$ cat config.mk
export PLATFORM = sky130hd
export DESIGN_NAME = cfgser_top
export DESIGN_NICKNAME = d
export VERILOG_FILES = /design/src/rtl/cfgser_pkg.sv /design/src/rtl/cfgser_divider.sv /design/src/rtl/cfgser_shifter.sv /design/src/rtl/cfgser_ctrl.sv /design/src/rtl/cfgser_top.sv
export SDC_FILE = /design/constraint.sdc
export NUM_CORES = 1
export LEC_CHECK = 0
export BUFFER_PORTS_ARGS = -buffer_cell sky130_fd_sc_hd__buf_2
export CAP_MARGIN = 20
export CORE_MARGIN = 1.5
export CORE_UTILIZATION = 58
export CTS_BUF_LIST = sky130_fd_sc_hd__clkbuf_4 sky130_fd_sc_hd__clkbuf_8 sky130_fd_sc_hd__clkbuf_16
export DETAILED_ROUTE_END_ITERATION = 10
export HOLD_SLACK_MARGIN = 0.1
export PLACE_DENSITY = 0.77
export SKIP_LAST_GASP = 1
export SLEW_MARGIN = 5
export SYNTH_ARGS = -nofsm -noshare
export SYNTH_HDL_FRONTEND = slang
export SYNTH_SLANG_ARGS = --single-unit
$ cat constraint.sdc
create_clock -name clk -period 3.6 [get_ports clk]
set_input_delay 0.54 -clock clk [delete_from_list [all_inputs] [get_ports clk]]
set_output_delay 0.54 -clock clk [all_outputs]
set_load 0.02 [all_outputs]
$ cat src/rtl/cfgser_pkg.sv
package cfgser_pkg;

    typedef enum logic [1:0] {
        S_IDLE = 2'd0,
        S_LOW  = 2'd1,
        S_HIGH = 2'd2,
        S_WAIT = 2'd3
    } ser_state_e;

    // log2 of the active lane count for a width code; reserved codes act as x1
    function automatic logic [1:0] lanes_log2(input logic [2:0] code);
        logic [1:0] r;
        unique case (code)
            3'd1:    r = 2'd1;
            3'd2:    r = 2'd2;
            3'd3:    r = 2'd3;
            3'd4:    r = 2'd3;
            default: r = 2'd0;
        endcase
        return r;
    endfunction

endpackage

$ cat src/rtl/cfgser_divider.sv
module cfgser_divider #(
    parameter int DIV_W = 4
) (
    input  logic             clk,
    input  logic             rst_n,
    input  logic             load,
    input  logic             run,
    input  logic [DIV_W-1:0] div_val,
    output logic             tick
);
    logic [DIV_W-1:0] cnt_q;

    always_ff @(posedge clk or negedge rst_n) begin
        if (!rst_n) begin
            cnt_q <= '0;
        end else if (load) begin
            cnt_q <= div_val;
        end else if (run) begin
            cnt_q <= (cnt_q == '0) ? div_val : cnt_q - 1'b1;
        end
    end

    assign tick = run && (cnt_q == '0);

    // a running phase never exceeds the programmed half period
    assert_cnt_bound_R7: assert property (@(posedge clk) disable iff (!rst_n)
        run |-> (cnt_q <= div_val));

endmodule

$ cat src/rtl/cfgser_shifter.sv
module cfgser_shifter #(
    parameter int WORD_W = 16,
    parameter int BUS_W  = 8
) (
    input  logic              clk,
    input  logic              rst_n,
    input  logic              load,
    input  logic [WORD_W-1:0] word_in,
    input  logic              shift,
    input  logic [1:0]        lg,
    input  logic              drive,
    output logic [BUS_W-1:0]  bus_out
);
    localparam int CNT_W = $clog2(BUS_W) + 1;

    logic [WORD_W-1:0] sh_q;
    logic [CNT_W-1:0]  lanes;

    assign lanes = CNT_W'(1) << lg;

    always_ff @(posedge clk or negedge rst_n) begin
        if (!rst_n) begin
            sh_q <= '0;
        end else if (load) begin
            sh_q <= word_in;
        end else if (shift) begin
            sh_q <= sh_q >> lanes;
        end
    end

    // one gate per line: live only when inside the active width
    for (genvar b = 0; b < BUS_W; b++) begin : g_lane
        logic lane_on;
        assign lane_on    = (CNT_W'(b) < lanes);
        assign bus_out[b] = drive & lane_on & sh_q[b];
    end

endmodule

$ cat src/rtl/cfgser_ctrl.sv
module cfgser_ctrl
    import cfgser_pkg::*;
#(
    parameter int WORD_W = 16,
    parameter int DIV_W  = 4
) (
    input  logic             clk,
    input  logic             rst_n,
    input  logic             word_valid,
    input  logic             word_last,
    input  logic [2:0]       mode_in,
    input  logic [DIV_W-1:0] div_in,
    input  logic             tick,
    output logic             word_ready,
    output logic             take,
    output logic             run,
    output logic             shift,
    output logic             drive,
    output logic             dclk,
    output logic [1:0]       lg_eff,
    output logic [DIV_W-1:0] div_eff
);
    localparam int GRP_W = $clog2(WORD_W) + 1;

    ser_state_e       state_q, state_d;
    logic [1:0]       lg_q;
    logic [DIV_W-1:0] div_q;
    logic [GRP_W-1:0] grp_left_q;
    logic             last_q;
    logic             last_grp;

    assign last_grp = (grp_left_q == GRP_W'(1));
    assign lg_eff   = (state_q == S_IDLE) ? lanes_log2(mode_in) : lg_q;
    assign div_eff  = (state_q == S_IDLE) ? div_in : div_q;
    assign take     = word_valid && word_ready;

    // next state and handshake
    always_comb begin
        state_d    = state_q;
        word_ready = 1'b0;
        unique case (state_q)
            S_IDLE: begin
                word_ready = 1'b1;
                if (word_valid) state_d = S_LOW;
            end
            S_LOW: begin
                if (tick) state_d = S_HIGH;
            end
            S_HIGH: begin
                if (tick) begin
                    if (!last_grp) begin
                        state_d = S_LOW;
                    end else if (last_q) begin
                        state_d = S_IDLE;
                    end else begin
                        word_ready = 1'b1;
                        state_d    = word_valid ? S_LOW : S_WAIT;
                    end
                end
            end
            S_WAIT: begin
                word_ready = 1'b1;
                if (word_valid) state_d = S_LOW;
            end
            default: state_d = S_IDLE;
        endcase
    end

    // state register and per-transfer context
    always_ff @(posedge clk or negedge rst_n) begin
        if (!rst_n) begin
            state_q    <= S_IDLE;
            lg_q       <= '0;
            div_q      <= '0;
            grp_left_q <= '0;
            last_q     <= 1'b0;
        end else begin
            state_q <= state_d;
            if (take) begin
                grp_left_q <= GRP_W'(WORD_W >> lg_eff);
                last_q     <= word_last;
                if (state_q == S_IDLE) begin
                    lg_q  <= lanes_log2(mode_in);
                    div_q <= div_in;
                end
            end else if (shift) begin
                grp_left_q <= grp_left_q - 1'b1;
            end
        end
    end

    // outputs decoded from state
    always_comb begin
        dclk  = 1'b0;
        drive = 1'b0;
        shift = 1'b0;
        unique case (state_q)
            S_LOW:  drive = 1'b1;
            S_HIGH: begin
                dclk  = 1'b1;
                drive = 1'b1;
                shift = tick && !last_grp;
            end
            default: ;
        endcase
    end

    assign run = drive;

    assert_ctx_hold_R9: assert property (@(posedge clk) disable iff (!rst_n)
        (state_q != S_IDLE && $past(state_q) != S_IDLE) |-> ($stable(lg_q) && $stable(div_q)));

    assert_groups_live_R3: assert property (@(posedge clk) disable iff (!rst_n)
        (state_q == S_LOW || state_q == S_HIGH) |-> (grp_left_q != '0));

    assert_rise_from_low_R6: assert property (@(posedge clk) disable iff (!rst_n)
        $rose(dclk) |-> ($past(state_q) == S_LOW));

endmodule

$ cat src/rtl/cfgser_top.sv
module cfgser_top #(
    parameter int WORD_W = 16,
    parameter int BUS_W  = 8,
    parameter int DIV_W  = 4
) (
    input  logic              clk,
    input  logic              rst_n,
    input  logic              word_valid,
    input  logic [WORD_W-1:0] word_data,
    input  logic              word_last,
    output logic              word_ready,
    input  logic [2:0]        mode_sel,
    input  logic [DIV_W-1:0]  dclk_div,
    output logic              dclk,
    output logic [BUS_W-1:0]  data_out
);
    logic             take, run, shift, drive, tick;
    logic [1:0]       lg_eff;
    logic [DIV_W-1:0] div_eff;

    cfgser_ctrl #(.WORD_W(WORD_W), .DIV_W(DIV_W)) u_ctrl (
        .clk(clk), .rst_n(rst_n),
        .word_valid(word_valid), .word_last(word_last),
        .mode_in(mode_sel), .div_in(dclk_div), .tick(tick),
        .word_ready(word_ready), .take(take), .run(run), .shift(shift),
        .drive(drive), .dclk(dclk), .lg_eff(lg_eff), .div_eff(div_eff)
    );

    cfgser_divider #(.DIV_W(DIV_W)) u_div (
        .clk(clk), .rst_n(rst_n), .load(take), .run(run),
        .div_val(div_eff), .tick(tick)
    );

    cfgser_shifter #(.WORD_W(WORD_W), .BUS_W(BUS_W)) u_shift (
        .clk(clk), .rst_n(rst_n), .load(take), .word_in(word_data),
        .shift(shift), .lg(lg_eff), .drive(drive), .bus_out(data_out)
    );

    assert_unused_low_R5: assert property (@(posedge clk) disable iff (!rst_n)
        (({{(32-BUS_W){1'b0}}, data_out} >> (32'd1 << lg_eff)) == 32'd0));

    assert_stable_high_R6: assert property (@(posedge clk) disable iff (!rst_n)
        (dclk && $past(dclk)) |-> $stable(data_out));

    assert_park_low_R8: assert property (@(posedge clk) disable iff (!rst_n)
        (word_ready && !word_valid) |=> (!dclk && data_out == '0));

endmodule

After elaboration in Yosys (flattened, before gate mapping)
Cells that the tools add are included.
{ "word_totals": {"register_bits": 34, "in_bits": 27} }
{ "op_classes": {"addsub": 2, "n_lt_le_gt_ge": 8, "eq_ne": 11, "shift": 3, "mux": 24, "n_bitwise": 16, "n_reduce_logical": 12} }
{ "op_table": {"columns": ["operator", "n"], "rows": [
  ["$mux W16", 2],
  ["$and A1 B1 Y1", 16],
  ["$lt A3 B4 Y1 const A", 4],
  ["$mux W4", 4],
  ["$shr A16 B4 Y16", 1],
  ["$mux W2", 7],
  ["$pmux W2 S3", 2],
  ["$mux W5", 2],
  ["$lt A1 B4 Y1 const A", 2],
  ["$lt A2 B4 Y1 const A", 2],
  ["$eq A3 B2 Y1 const B", 2],
  ["$mux W1", 6],
  ["$ne A2 B1 Y1 const B", 3],
  ["$reduce_or A2 Y1", 3],
  ["$eq A5 B1 Y1 const B", 1],
  ["$shr A5 B2 Y5 const A", 1],
  ["$sub A5 B1 Y5 const B", 1],
  ["$eq A2 B2 Y1 const B", 2],
  ["$logic_not A4 Y1", 1],
  ["$reduce_bool A2 Y1", 2],
  ["$shl A1 B2 Y4 const A", 1],
  ["$sub A4 B1 Y4 const B", 1],
  ["$eq A3 B1 Y1 const B", 1],
  ["$eq A3 B3 Y1 const B", 1],
  ["other kinds (6)", 8]
]} }

Longest topological paths before layout
{ "depth": {"word_depth": 8, "ltp_mapped": 14, "ltp_nobuf": 11} }

By module
Synthesis repeated with hierarchy kept, for this count alone.
{ "unflattened": {"cells_unflattened": 291, "area_unflattened_um2": 2717.6} }
{ "modules_own_cells": {"columns": ["module", "instances", "cells_each", "area_each_um2"], "rows": [
  ["cfgser_shifter", 1, 178, 1502.7],
  ["cfgser_ctrl", 1, 82, 940.9],
  ["cfgser_divider", 1, 31, 274.0]
]} }

Worst setup path before layout
Ideal clock, no wire load.
{ "synth_timing": {"path_kind": "register to output", "startpoint": "reg u_ctrl.state_q[0]", "endpoint": "out data_out[2]", "arrival_ns": 2.600, "slack_ns": 0.460, "path_stages_with_launch": 11, "path_buffers": 4, "cell_sequence": "dfrtp_1 > inv_1 > ha_1 > buf_2 > o21ai_0 > ha_1 > buf_2 > clkbuf_1 > clkbuf_1 > nand2_1 > a21oi_1"} }
{ "synth_between": {"elab_chain_cells": 6} }
{ "synth_lines": {"columns": ["element", "line", "text"], "rows": [
  ["start: declaration", "cfgser_ctrl.sv:25", "ser_state_e state_q, state_d;"],
  ["start signal: assignment", "cfgser_ctrl.sv:78", "state_q <= state_d;"],
  ["$logic_not A2 Y1", "cfgser_ctrl.sv:33", "assign lg_eff = (state_q == S_IDLE) ? lanes_log2(mode_in) : lg_q;"],
  ["$mux W2", null, null],
  ["$shl A1 B2 Y4", "cfgser_shifter.sv:19", "assign lanes = CNT_W'(1) << lg;"],
  ["$lt A2 B4 Y1", "cfgser_shifter.sv:34", "assign lane_on = (CNT_W'(b) < lanes);"],
  ["$and A1 B1 Y1 * (2 in a row)", "cfgser_shifter.sv:35", "assign bus_out[b] = drive & lane_on & sh_q[b];"],
  ["end: declaration", "cfgser_top.sv:15", "output logic [BUS_W-1:0] data_out"]
]} }
Mark *: on every way between the ends. The rest lies on a longest branch, timed or not.

Final worst setup path
{ "layout_timing": {"startpoint": "reg u_ctrl.state_q[0]", "endpoint": "out data_out[3]"} }
{ "layout_between": {"elab_chain_cells": 6} }
{ "layout_lines": {"columns": ["element", "line", "text"], "rows": [
  ["$logic_not A2 Y1", "cfgser_ctrl.sv:33", null],
  ["$mux W2", null, null],
  ["named net lg_eff[1]", "cfgser_top.sv:18", "logic [1:0] lg_eff;"],
  ["$shl A1 B2 Y4", "cfgser_shifter.sv:19", null],
  ["$lt A2 B4 Y1", "cfgser_shifter.sv:34", null],
  ["$and A1 B1 Y1 (2 in a row)", "cfgser_shifter.sv:35", null]
]} }
The timed path passes the listed nets, and every way through them passes these cells.

==> impl_metrics.json <==
{
  "synth_nets": 351,
  "via_per_inst": 6.11,
  "ys_seq_elements": 34,
  "cts_tree": "yes",
  "synth_edf_count": 0,
  "fin_ws_ns": 0.247,
  "cts.sinks": 34,
  "gp_congestion": 0.938,
  "postCtsHoldBufs": 0,
  "grtUsageTotal_pct": 28.1,
  "wl_per_cell_um": 16.5,
  "dr.pass1.iters": 5,
  "worstMarginPinSlew_ns": 0.774,
  "floorplan.initialDensity_pct": 60.9,
  "syn_area_per_cell_um2": 8.59,
  "crit_path_end_kind": "output pin",
  "grt_remaining_overflow": 0,
  "root_buffer": "clkbuf_8",
  "hold_viol": 0,
  "die_w_um": 70.9,
  "ys_warn_count": 0,
  "antenna_found_initial": 0,
  "critPathLaunchType": "flip-flop",
  "maxSlewViolCount": 0,
  "synthesis.instances": 311,
  "portBuffers": 36,
  "dp_slack_ns": 0.381,
  "antenna_cells": 0,
  "die_h_um": 70.9,
  "fin_nets": 383,
  "cts_buffer_depth": 2,
  "setup_viol": 0,
  "synthArstFlopShare_pct": 100,
  "h-tree-depth": 2,
  "pin_count": 37,
  "crit_required_ns": 3.06,
  "clk_pin_slew_ns": 0.08,
  "grt_pass1_wl_mm": 11.3,
  "cts_buffers": 5,
  "leakage_nw": 1.38,
  "drc_errors": 0,
  "drive_gt1_share_pct": 19.5,
  "core_area_um2": 4380,
  "drv_cap": 0,
  "finalCritPeriodShare_pct": 93.2,
  "max_freq_ghz": 0.298,
  "rr_startpoint": "u_ctrl.state_q[0]$_DFFE_PN0P_",
  "synth_ff_type": "dfrtp_1",
  "ys_seq_area_share_pct": 31.9,
  "grt_pass1_vias": 2363,
  "dieArea_um2": 5020,
  "clock_latency_ns": 0.29,
  "outcome": "finished, final reports clean",
  "drt_iter0_drc": 217,
  "rsz0062_at_grt": "false",
  "num-fill-cells": 356,
  "drtAntennaViolNets": 0,
  "reg2regPathDepth": 10,
  "path_max_fanout": 9,
  "maxSlewHeadroom_pct": 48.4,
  "min_period_ns": 3.35,
  "grt_max_degree": 35,
  "path_class": "reg2out",
  "p_per_area_nw_per_um2": 1150,
  "reg2reg_slack_ns": 0.46,
  "holdWs_ns": 0.325,
  "drt_wl_total_mm": 6.53,
  "fin_skew_ns": 0.00863,
  "reg2reg_to": "u_shift.sh_q[7]$_DFFE_PN0P_",
  "tns_ns": 0,
  "synth_area_um2": 2670,
  "arrival_ns": 2.81,
  "dp_hpwl_mm": 4.57,
  "synth_cell_type_count": 52,
  "syn_to_final_growth_pct": 12.3,
  "num_rows": 24,
  "vias": 2415,
  "ir_drop_uv": 615,
  "hold_class": "in2async"
}
logic make-up (layout without fill, tap and decap cells):
group | count (synthesis) | after routing | share of synthesized area (%)
DFF | 34 | 34 | 31.9
and+or+nand+nor | 121 | 121 | 22.3
AOI/OAI and AO/OA | 76 | 76 | 18.8
buffers and inverters | 32 | 64 | 5.76
muxes | 32 | 32 | 14.1
adders and majority gates | 13 | 13 | 6.09
xor gates and xnor gates | 3 | 3 | 0.984
stage by stage:
step,power [mW],utilization [%],area (um^2),instances
floorplan,2.49,-,2670,311
global placement,2.99,65.9,2890,388
detailed placement,3.03,65.9,2890,388
CTS,3.41,68.4,3000,395
global route,3.73,68.4,3000,395
finish,3.44,68.4,3000,395
worst max-delay path by stage:
stage,from,to,slack (ns)
after global placement,mode_sel[1],u_shift.sh_q[7]$_DFFE_PN0P_,0.41
after floorplan,u_ctrl.state_q[0]$_DFFE_PN0P_,data_out[2],0.46
after CTS,u_ctrl.state_q[0]$_DFFE_PN0P_,data_out[3],0.12
after detailed placement,mode_sel[1],u_shift.sh_q[7]$_DFFE_PN0P_,0.38
after global routing,u_ctrl.state_q[0]$_DFFE_PN0P_,data_out[3],0.04
final,u_ctrl.state_q[0]$_DFFE_PN0P_,data_out[3],0.25
synth_stat cells, types with 6 or more instances:
library cell | n | area [um^2]
nand2_1 | 39 | 146
nor2_1 | 35 | 131
dfrtp_1 | 34 | 851
o21ai_0 | 27 | 135
mux2i_1 | 22 | 220
ha_1 | 13 | 163
clkbuf_1 | 11 | 41.3
inv_1 | 11 | 41.3
a21oi_1 | 10 | 50.1
and3_1 | 10 | 62.6
nor3_1 | 8 | 40.0
a221oi_1 | 7 | 61.3
o21ai_1 | 7 | 35.0
nand3_1 | 6 | 30.0
cells in the final DEF (no fill, tap or decap), types with 3 or more instances in the layout:
master and instances:
mux4_2 4, o21ai_0 25, nand2b_1 3, nor3_1 8, dfrtp_1 34, a21oi_1 10
ha_1 13, mux2_2 5, inv_1 11, nand2_1 39, nand3_1 6, nor2_1 35
nand3b_1 5, mux2i_1 22, a221oi_1 7, nor2b_1 5, buf_2 36, a221o_1 3
clkbuf_8 6, o21ai_1 9, buf_4 8, a22oi_1 3, and3_1 10
layout make-up:
cell class	instances	area, um^2	share of cell area (%)
multi-input cells	245	1670	55.5
flip-flops and latches	34	851	28.4
repair buffers	45	260	8.67
clock buffers	6	82.6	2.75
well taps	52	65.1	2.17
inverters	12	45.0	1.50
clock inverters	1	30.0	1.00
where the power goes:
| group | leakage (nW) | total, mW | switching [mW] | internal [mW] |
|---|---|---|---|---|
| Combinational | 0.907 | 2.30 | 1.31 | 0.990 |
| Sequential | 0.414 | 0.774 | 0.205 | 0.569 |
| Clock | 0.0573 | 0.364 | 0.143 | 0.222 |
critical path, cell delays in order (launching register included):
cell and delay [ns]:
dfrtp_1 0.39, inv_1 0.12, ha_1 0.40, nand2_1 0.08
o21ai_1 0.21, inv_1 0.14, ha_1 0.32, buf_4 0.21
or2_2 0.30, and3_1 0.19, buf_2 0.15
state kept, by name, summed over array words and instances, names as in the netlist:
register / count
u_shift.sh_q: 16
u_ctrl.grp_left_q: 5
u_ctrl.last_q: 1
u_ctrl.state_q: 2
u_div.cnt_q: 4
u_ctrl.div_q: 4
u_ctrl.lg_q: 2
layer usage:
| metal | routed length, um | vias to the layer above | global-route usage, % | part of all wire (%) |
|---|---|---|---|---|
| met5 | 0 | - | 0 | 0 |
| met4 | 62 | 0 | 7.76 | 0.95 |
| met3 | 518 | 6 | 6.13 | 7.9 |
| met2 | 2890 | 92 | 41.8 | 44 |
| met1 | 3070 | 1142 | 41.7 | 47 |
| li1 | - | 1175 | - | - |
repair_timing:
action	in CTS	in global routing
endpoints found under the hold margin	0	0
resized for setup	0	2
endpoints found under the setup margin	0	2
buffers inserted	0	0
Note: power is estimated with default switching activity, not from simulation.
